### src/rtl/dual_mode_serial.sv
module dual_mode_serial #(
  parameter int OVERSAMPLE = 16
) (
  input  logic       clk,
  input  logic       rst_n,
  input  logic       sync_mode,
  input  logic       char7,
  input  logic       parity_en,
  input  logic       parity_odd,
  input  logic       mp_en,
  input  logic       baud_tick,
  input  logic       tx_wr,
  input  logic [7:0] tx_data,
  input  logic       tx_mpb,
  output logic       tx_ready,
  input  logic       rx_rd,
  output logic [7:0] rx_data,
  output logic       rx_mpb,
  output logic       rx_full,
  output logic       parity_err,
  output logic       frame_err,
  output logic       overrun_err,
  input  logic       err_clr,
  input  logic       sd_in,
  output logic       sd_out,
  output logic       sclk_out
);
  localparam int CW = $clog2(OVERSAMPLE);
  localparam logic [CW-1:0] LAST = CW'(OVERSAMPLE - 1);
  localparam logic [CW-1:0] MID  = CW'(OVERSAMPLE / 2);

  wire       extra    = mp_en | parity_en;
  wire [3:0] nd       = char7 ? 4'd7 : 4'd8;
  wire [7:0] dmask    = char7 ? 8'h7F : 8'hFF;
  wire [3:0] stop_idx = extra ? nd + 4'd2 : nd + 4'd1;

  logic [7:0]    tdr;
  logic          tdr_full, tdr_mpb;
  logic          tx_busy, sync_ph, sclk_q, txd_q;
  logic [10:0]   tx_sh;
  logic [3:0]    tx_left;
  logic [CW-1:0] tx_cnt;
  logic [7:0]    srx_sh;

  logic [10:0] afr;
  logic [3:0]  alen;
  always_comb begin
    afr = '1;
    afr[0] = 1'b0;
    for (int i = 0; i < 8; i++)
      if (4'(i) < nd) afr[i+1] = tdr[i];
    alen = nd + 4'd2;
    if (mp_en) begin
      afr[nd + 4'd1] = tdr_mpb;
      alen = nd + 4'd3;
    end else if (parity_en) begin
      afr[nd + 4'd1] = ^(tdr & dmask) ^ parity_odd;
      alen = nd + 4'd3;
    end
  end

  assign tx_ready = !tdr_full;
  assign sclk_out = sclk_q;
  assign sd_out   = sync_mode ? txd_q : (tx_busy ? tx_sh[0] : 1'b1);

  always_ff @(posedge clk or negedge rst_n) begin
    if (!rst_n) begin
      tdr <= '0; tdr_mpb <= 1'b0; tdr_full <= 1'b0;
      tx_busy <= 1'b0; tx_sh <= '1; tx_left <= '0; tx_cnt <= '0;
      sync_ph <= 1'b0; sclk_q <= 1'b1; txd_q <= 1'b1; srx_sh <= '0;
    end else begin
      if (tx_wr && !tdr_full) begin
        tdr <= tx_data; tdr_mpb <= tx_mpb; tdr_full <= 1'b1;
      end
      if (!tx_busy) begin
        if (tdr_full) begin
          tdr_full <= 1'b0; tx_busy <= 1'b1; tx_cnt <= '0; sync_ph <= 1'b0;
          if (sync_mode) begin
            tx_sh <= {3'b111, tdr}; tx_left <= 4'd8;
          end else begin
            tx_sh <= afr; tx_left <= alen;
          end
        end
      end else if (baud_tick) begin
        if (sync_mode) begin
          if (!sync_ph) begin
            sclk_q <= 1'b0; txd_q <= tx_sh[0];
            tx_sh <= {1'b1, tx_sh[10:1]}; sync_ph <= 1'b1;
          end else begin
            sclk_q <= 1'b1; srx_sh <= {sd_in, srx_sh[7:1]}; sync_ph <= 1'b0;
            tx_left <= tx_left - 4'd1;
            if (tx_left == 4'd1) tx_busy <= 1'b0;
          end
        end else begin
          tx_cnt <= (tx_cnt == LAST) ? '0 : tx_cnt + 1'b1;
          if (tx_cnt == LAST) begin
            tx_sh <= {1'b1, tx_sh[10:1]}; tx_left <= tx_left - 4'd1;
            if (tx_left == 4'd1) tx_busy <= 1'b0;
          end
        end
      end
    end
  end

  wire sync_done = tx_busy && sync_mode && baud_tick && sync_ph && (tx_left == 4'd1);

  logic          rx_busy, rx_xbit;
  logic [CW-1:0] rx_cnt;
  logic [3:0]    rx_idx;
  logic [7:0]    arx_sh;

  wire rx_samp    = rx_busy && baud_tick && (rx_cnt == MID);
  wire async_done = rx_samp && (rx_idx == stop_idx);
  wire deliver    = async_done | sync_done;
  wire par_bad    = parity_en && !mp_en && ((^arx_sh ^ rx_xbit) != parity_odd);

  always_ff @(posedge clk or negedge rst_n) begin
    if (!rst_n) begin
      rx_busy <= 1'b0; rx_cnt <= '0; rx_idx <= '0; arx_sh <= '0; rx_xbit <= 1'b0;
    end else if (sync_mode) begin
      rx_busy <= 1'b0;
    end else if (!rx_busy) begin
      if (baud_tick && !sd_in) begin
        rx_busy <= 1'b1; rx_cnt <= CW'(1); rx_idx <= '0; arx_sh <= '0;
      end
    end else if (baud_tick) begin
      rx_cnt <= (rx_cnt == LAST) ? '0 : rx_cnt + 1'b1;
      if (rx_cnt == MID) begin
        rx_idx <= rx_idx + 4'd1;
        if (rx_idx == 4'd0) begin
          if (sd_in) rx_busy <= 1'b0;
        end else if (rx_idx <= nd) begin
          arx_sh[3'(rx_idx - 4'd1)] <= sd_in;
        end else if (rx_idx == stop_idx) begin
          rx_busy <= 1'b0;
        end else begin
          rx_xbit <= sd_in;
        end
      end
    end
  end

  always_ff @(posedge clk or negedge rst_n) begin
    if (!rst_n) begin
      rx_data <= '0; rx_mpb <= 1'b0; rx_full <= 1'b0;
      parity_err <= 1'b0; frame_err <= 1'b0; overrun_err <= 1'b0;
    end else begin
      if (err_clr) begin
        parity_err <= 1'b0; frame_err <= 1'b0; overrun_err <= 1'b0;
      end
      if (deliver) begin
        if (rx_full && !rx_rd) begin
          overrun_err <= 1'b1;
        end else begin
          rx_data <= sync_done ? {sd_in, srx_sh[7:1]} : arx_sh;
          rx_mpb  <= async_done && mp_en && rx_xbit;
          rx_full <= 1'b1;
        end
      end else if (rx_rd) begin
        rx_full <= 1'b0;
      end
      if (async_done) begin
        if (!sd_in) frame_err <= 1'b1;
        if (par_bad) parity_err <= 1'b1;
      end
    end
  end


  tx_ready_drop_chk: assert property (@(posedge clk) disable iff (!rst_n)
    tx_wr && tx_ready |=> !tx_ready);

  overrun_hold_chk: assert property (@(posedge clk) disable iff (!rst_n)
    deliver && rx_full && !rx_rd |=> overrun_err && $stable(rx_data));

  rx_clear_chk: assert property (@(posedge clk) disable iff (!rst_n)
    rx_rd && !deliver |=> !rx_full);

  sclk_still_chk: assert property (@(posedge clk) disable iff (!rst_n)
    !sync_mode |=> $stable(sclk_out));

  start_low_chk: assert property (@(posedge clk) disable iff (!rst_n)
    !sync_mode && !tx_busy && !tx_ready |=> !sd_out);

  err_clear_chk: assert property (@(posedge clk) disable iff (!rst_n)
    err_clr && !deliver |=> !parity_err && !frame_err && !overrun_err);
endmodule

### config.mk
export PLATFORM = sky130hd
export DESIGN_NAME = dual_mode_serial
export DESIGN_NICKNAME = d
export VERILOG_FILES = /design/src/rtl/dual_mode_serial.sv
export SDC_FILE = /design/constraint.sdc
export NUM_CORES = 1
export LEC_CHECK = 0
export ABC_CLOCK_PERIOD_IN_PS = 1800
export BUFFER_PORTS_ARGS = -buffer_cell sky130_fd_sc_hd__buf_2
export CORE_AREA = 10 10 111 113
export CTS_BUF_LIST = sky130_fd_sc_hd__clkbuf_4 sky130_fd_sc_hd__clkbuf_8 sky130_fd_sc_hd__clkbuf_16
export CTS_CLUSTER_SIZE = 20
export DETAILED_ROUTE_END_ITERATION = 10
export DIE_AREA = 0 0 121 123
export HOLD_SLACK_MARGIN = 0.1
export PLACE_DENSITY = 0.65
export SLEW_MARGIN = 30
export SYNTH_ARGS = -nofsm -noshare
export SYNTH_HDL_FRONTEND = slang
export SYNTH_SLANG_ARGS = --single-unit
### constraint.sdc
create_clock -name clk -period 1.8 [get_ports clk]
set_input_delay 0.45 -clock clk [delete_from_list [all_inputs] [get_ports clk]]
set_output_delay 0.45 -clock clk [all_outputs]
set_load 0.005 [all_outputs]
Word-level counts from Yosys, hierarchy flattened
Cells that the tools add are included.
- register bits after elaboration: 72
- input port bits: 21
- output and inout bits: 16
- word-level logic and storage cells: 205
- add/sub/neg operators: 8
- magnitude comparators: 13
- eq/ne operators: 17
- muxes and demuxes: 95
- bitwise operators: 11
- reductions and logical operators: 39
- operators by type and width (kind ; number):
    11-bit 2-to-1 mux ; 9
    4-bit 2-to-1 mux ; 24
    8-bit 2-to-1 mux ; 8
    1-bit 2-to-1 mux ; 49
    11-bit bitwise mux ; 2
    4-bit AND reduction ; 5
    4-bit by 1-bit adder with 4-bit output, second input constant ; 4
    1-bit logical AND ; 16
    3-bit by 4-bit < comparator with 1-bit output, first input constant ; 4
    8-bit XOR reduction ; 2
    4-bit == test, second input constant ; 3
    2-bit inequality test, second input constant ; 6
    3-bit AND reduction ; 4
    4-bit by 2-bit adder with 4-bit output, second input constant ; 2
    8-bit AND ; 1
    8-bit bitwise mux ; 1
    1-bit by 4-bit < comparator with 1-bit output, first input constant ; 2
    2-bit by 4-bit < comparator with 1-bit output, first input constant ; 2
    7-bit AND reduction ; 1
    3-bit by 2-bit inequality test with 1-bit output, second input constant ; 2
    1-bit inverter ; 6
    6-bit AND reduction ; 1
    2-bit nonzero test ; 3
    4-bit by 5-bit < comparator with 1-bit output, second input constant ; 1
    other kinds (18) ; 25

Longest topological paths before layout
- depth after elaboration: 12
- depth in mapped cells: 10
- gate-level depth less buffers: 9

Least setup slack after synthesis
No wires, ideal clock.
- path kind: input to register
- start point: in mp_en
- end point: reg rx_data[4]
- setup time: 0.119 ns
- arrival: 1.889 ns
- required time: 1.681 ns
- setup slack: -0.207 ns
- cell stages on the path: 10
- buffers on the path: 1
- cell sequence: inv_1 > nand2_1 > ha_1 > xnor2_1 > nand4b_1 > nor3_4 > o21ai_4 > buf_6 > nand2_1 > o21ai_2
- longest elaborated chain between the ends: 6
- RTL lines (what ; RTL line ; RTL):
    start: declaration ; 10 ; input logic mp_en,
    1-bit OR ; 32 ; wire extra = mp_en | parity_en;
    4-bit 2-to-1 mux ; 35 ; wire [3:0] stop_idx = extra ? nd + 4'd2 : nd + 4'd1;
    4-bit == test ; 113 ; wire async_done = rx_samp && (rx_idx == stop_idx);
    1-bit logical AND ; 113 ;
    1-bit OR ; 114 ; wire deliver = async_done | sync_done;
    2-bit AND reduction (no source line) ; n/a ;
    end signal: assignment ; 155 ; rx_data <= sync_done ? {sd_in, srx_sh[7:1]} : arx_sh;
    end: declaration ; 17 ; output logic [7:0] rx_data,
Every way passes these cells.
A chain may end at the register's enable or synchronous reset.

Final worst setup path
- start point: reg rx_idx[1]
- end point: reg arx_sh[3]
- longest elaborated chain between the ends: 11
- elaborated cells between the ends (all ways): 17
- classes of those cells: 1 x add/sub; 3 x order compare; 2 x eq/ne; 8 x mux; 3 x reduce/logical
- RTL lines (what ; RTL line ; RTL):
    start: declaration ; 109 ; logic [3:0] rx_idx;
    start signal: assignment ; 129 ; rx_idx <= rx_idx + 4'd1;
    3-bit by 1-bit subtractor with 3-bit output ; 133 ; arx_sh[3'(rx_idx - 4'd1)] <= sd_in;
    3-bit by 4-bit < comparator with 1-bit output (not written as such) / 3-bit by 1-bit greater-or-equal comparator with 1-bit output (equally long branches) ; 133 ;
    1-bit logical AND (not written as such) ; 133 ;
    1-bit 2-to-1 mux (not written as such) ; 133 ;
    1-bit demux with 3-bit select ; 133 ;
    8-bit bitwise mux ; 133 ;
    8-bit 2-to-1 mux ; 132 ; end else if (rx_idx <= nd) begin
    8-bit 2-to-1 mux ; 130 ; if (rx_idx == 4'd0) begin
    8-bit 2-to-1 mux ; 128 ; if (rx_cnt == MID) begin
    8-bit 2-to-1 mux ; 126 ; end else if (baud_tick) begin
    8-bit 2-to-1 mux ; 122 ; end else if (!rx_busy) begin
    end signal: indexed assignment ; 133 ;
    end: declaration ; 110 ; logic [7:0] arx_sh;
Parallel ways exist; a longest one is shown, timed or not. The select of a mux whose other input is x is not followed.

==> flow_metrics.tcl <==
set metrics [dict create \
    cpMaxStageDelayCell "o41a_1" \
    crit_chain "ha_4 -> nor2b_4 -> o211ai_1 -> a21oi_2 -> o41a_1 -> o21ai_1 -> o31ai_1" \
    start_util_pct 38.15 \
    grt_pass1_vias 3137 \
    final_nets 503 \
    clkPwrFrac_pct 25.6 \
    cp_top_family "compound AO/OA/AOI/OAI gates" \
    worst_pin_slew_ps 381.7 \
    grt_overflow 0 \
    synth_seq_area_share_pct 45.68 \
    firstDrtPassIters 4 \
    netlist_instances 386 \
    n_antenna_cell 0 \
    final_cell_area_um2 4955 \
    p_leak_nw 2.276 \
    synth.most_common_cell "dfrtp_1" \
    hold_class "in -> async" \
    ys.flop_type "dfrtp_1" \
    synth_area_um2 3867 \
    p_int_mw 3.870 \
    status "finished with violations" \
    relSlewSlack_pct 74.55 \
    cts-root-buf "clkbuf_8" \
    path_max_fanout 8 \
    violations "negative setup slack" \
    async_flop_share_pct 100.0 \
    path_clk_slew_ps 80 \
    cts_htree_levels 3 \
    cts.sinks 70 \
    power_switching_mw 1.849 \
    antenna_found_initial 0 \
    place_congestion 0.8067 \
    grt_pass1_wl_mm 15.30 \
    crit_required_ps 2040 \
    setup_ws_ps -145.0 \
    place_ws_ps -433.7 \
    dieArea_um2 14880 \
    ys_seq_elements 70 \
    cts_buffers 9 \
    num_io_pins 37 \
    synthTopCellsByCount "dfrtp_1, nand2_1, o21ai_0" \
    ir_worst_vdd_v 0.0008787 \
    totalWireLength_mm 8.984 \
    slowest_delay_ps 520 \
    synth_nets 420 \
    swShare_pct 32.33 \
    seqPwrFrac_pct 42.6 \
    holdBufCountCts 0 \
    dpl_cell_area_um2 4542 \
    finalSetupViolCount 8 \
    yosysWarnings 0 \
    regArea_um2 1769 \
    place.port_buffers 36 \
    period_needed_ps 1945 \
    drt-wirelength-per-cell_um 14.73 \
    synth_edf_count 0 \
    grtUsageTotal_pct 12.50 \
    die_width_um 121 \
    avgSynthCellArea_um2 10.02 \
    clock_latency_ps 360 \
    min_period_over_period_pct 108.1 \
    n_fill_cell 945 \
    drc_errors 0 \
    dieHeight_um 123 \
    drv_cap 0 \
    multiInputGateArea_um2 2013 \
    start_kind "flop" \
    synth.largest_area_cell "dfrtp_1" \
    coreArea_um2 10140 \
    grt_max_degree 71 \
    critPathCaptureType "flop" \
    hold_viol_final 0 \
    fmax_mhz 514.1 \
    yosysUniqueCellTypes 55 \
    route.vias.total 3109 \
    synth_top_area_share_pct 37.53 \
    cts_buffer_depth 2 \
    cts_tree "done" \
    ant_nets 0 \
    powerDensity_nw_per_um2 1154 \
    path_buf_inv 0 \
    areaGrowthSynthToFinish_pct 28.11 \
    drive_gt1_share_pct 34.18 \
    drv_slew 0 \
    synth_area_leaders "dfrtp_1, dfstp_2, mux2_2, mux2i_1, o21ai_0" \
    hpwlAfterDp_mm 6.527 \
    via_per_inst 5.097 \
    p_comb_share_pct 31.8 \
    crit_arrival_ps 2190 \
    fin_skew_ps 5.892 \
    critical_path_class "reg -> reg" \
    rsz0062_at_grt "yes" \
    drt_iter0_drc 129 \
    rows 37 \
]
[flip-flops by register name, summed over array words and instances, names as in the netlist, 4 cells and up]
signal,count
arx_sh,8
rx_cnt,4
rx_data,8
rx_idx,4
srx_sh,7
tdr,8
tx_cnt,4
tx_left,4
tx_sh,10
[layout by cell type (no fill, tap or decap), types with 11 or more instances in the layout]
cell type / count
buf_2: 36
nand2_1: 43
dfrtp_1: 56
o21ai_0: 20
o21ai_1: 22
ha_1: 11
mux2_2: 17
inv_1: 15
buf_4: 44
a21oi_1: 16
dfstp_2: 12
mux2i_1: 16
nor2_1: 27
xnor2_1: 16
[routing by layer]
metal / up-vias / part of all wire, % / track usage (%)
met5: - / 0 / 0
met4: 0 / 1.2 / 4.072
met3: 11 / 4.6 / 3.418
met2: 53 / 47 / 20.07
met1: 1510 / 48 / 15.99
li1: 1535 / - / -
[per-stage QoR]
step	std cells	hold slack [ps]	util, %	total power, mW	TNS (ps)
floorplan	386	154.4	-	3.646	-1777
global placement	586	445.0	44.80	4.147	-6278
detailed placement	586	447.6	44.80	4.209	-6943
CTS	607	120.7	47.88	5.712	-1019
global route	610	119.8	48.87	6.111	-1641
finish	610	101.5	48.87	5.719	-1056
[worst paths after layout]
path                       depth (start not counted)                   from               endpoint  slack [ps]
max                                                7  rx_idx[1]$_DFFE_PN0P_  arx_sh[3]$_DFFE_PN0P_        -150
min reg2reg                                        2   sclk_out$_DFFE_PN1P_   sclk_out$_DFFE_PN1P_         460
min                                                2                  rst_n    rx_full$_DFFE_PN0P_         100
max reg2reg                                        7  rx_idx[1]$_DFFE_PN0P_  arx_sh[3]$_DFFE_PN0P_        -150
max in group asynchronous                          2                  rst_n   tx_sh[9]$_DFFE_PN1P_        1360
min in group clk                                   2                err_clr   parity_err$_DFF_PN0_         310
[cell families (layout without fill, tap and decap cells)]
| group | Yosys count | count (layout) | share of synthesized area, % |
|---|---|---|---|
| compound gates | 98 | 100 | 16.18 |
| xor+xnor | 27 | 27 | 6.470 |
| fa+ha+maj | 13 | 13 | 4.206 |
| buf+inv | 39 | 125 | 4.852 |
| flops | 70 | 70 | 45.68 |
| mux | 35 | 35 | 9.608 |
| simple gates | 104 | 104 | 13.01 |
[power groups by stage]
stage,clock network [mW],registers (mW),logic [mW]
5_1_grt,1.58,2.49,2.04
4_1_cts,1.49,2.42,1.79
6_report,1.47,2.44,1.82
2_1_floorplan,0,2.38,1.27
3_3_place_gp,0,2.43,1.71
3_5_place_dp,0,2.45,1.76
[repair_timing]
action	in CTS	in global routing
buffers inserted	4	1
gates resized for setup	6	15
endpoints found under the setup margin	9	31
gates cloned	1	2
pin swaps	10	14
[final cells by class]
cell class,instances,share of cell area (%)
Multi-Input combinational cell,279,40.63
Clock buffer,9,2.500
Sequential cell,70,35.71
Tap cell,136,3.434
Clock inverter,7,2.146
Timing Repair Buffer,90,13.89
Inverter,19,1.692
[worst reg2reg max path: stages, from the launching register on]
cell	delay, ps
dfrtp_2	440
ha_4	220
nor2b_4	110
o211ai_1	190
a21oi_2	100
o41a_1	520
o21ai_1	180
o31ai_1	80
No activity file was read; power rests on OpenSTA's default activity.
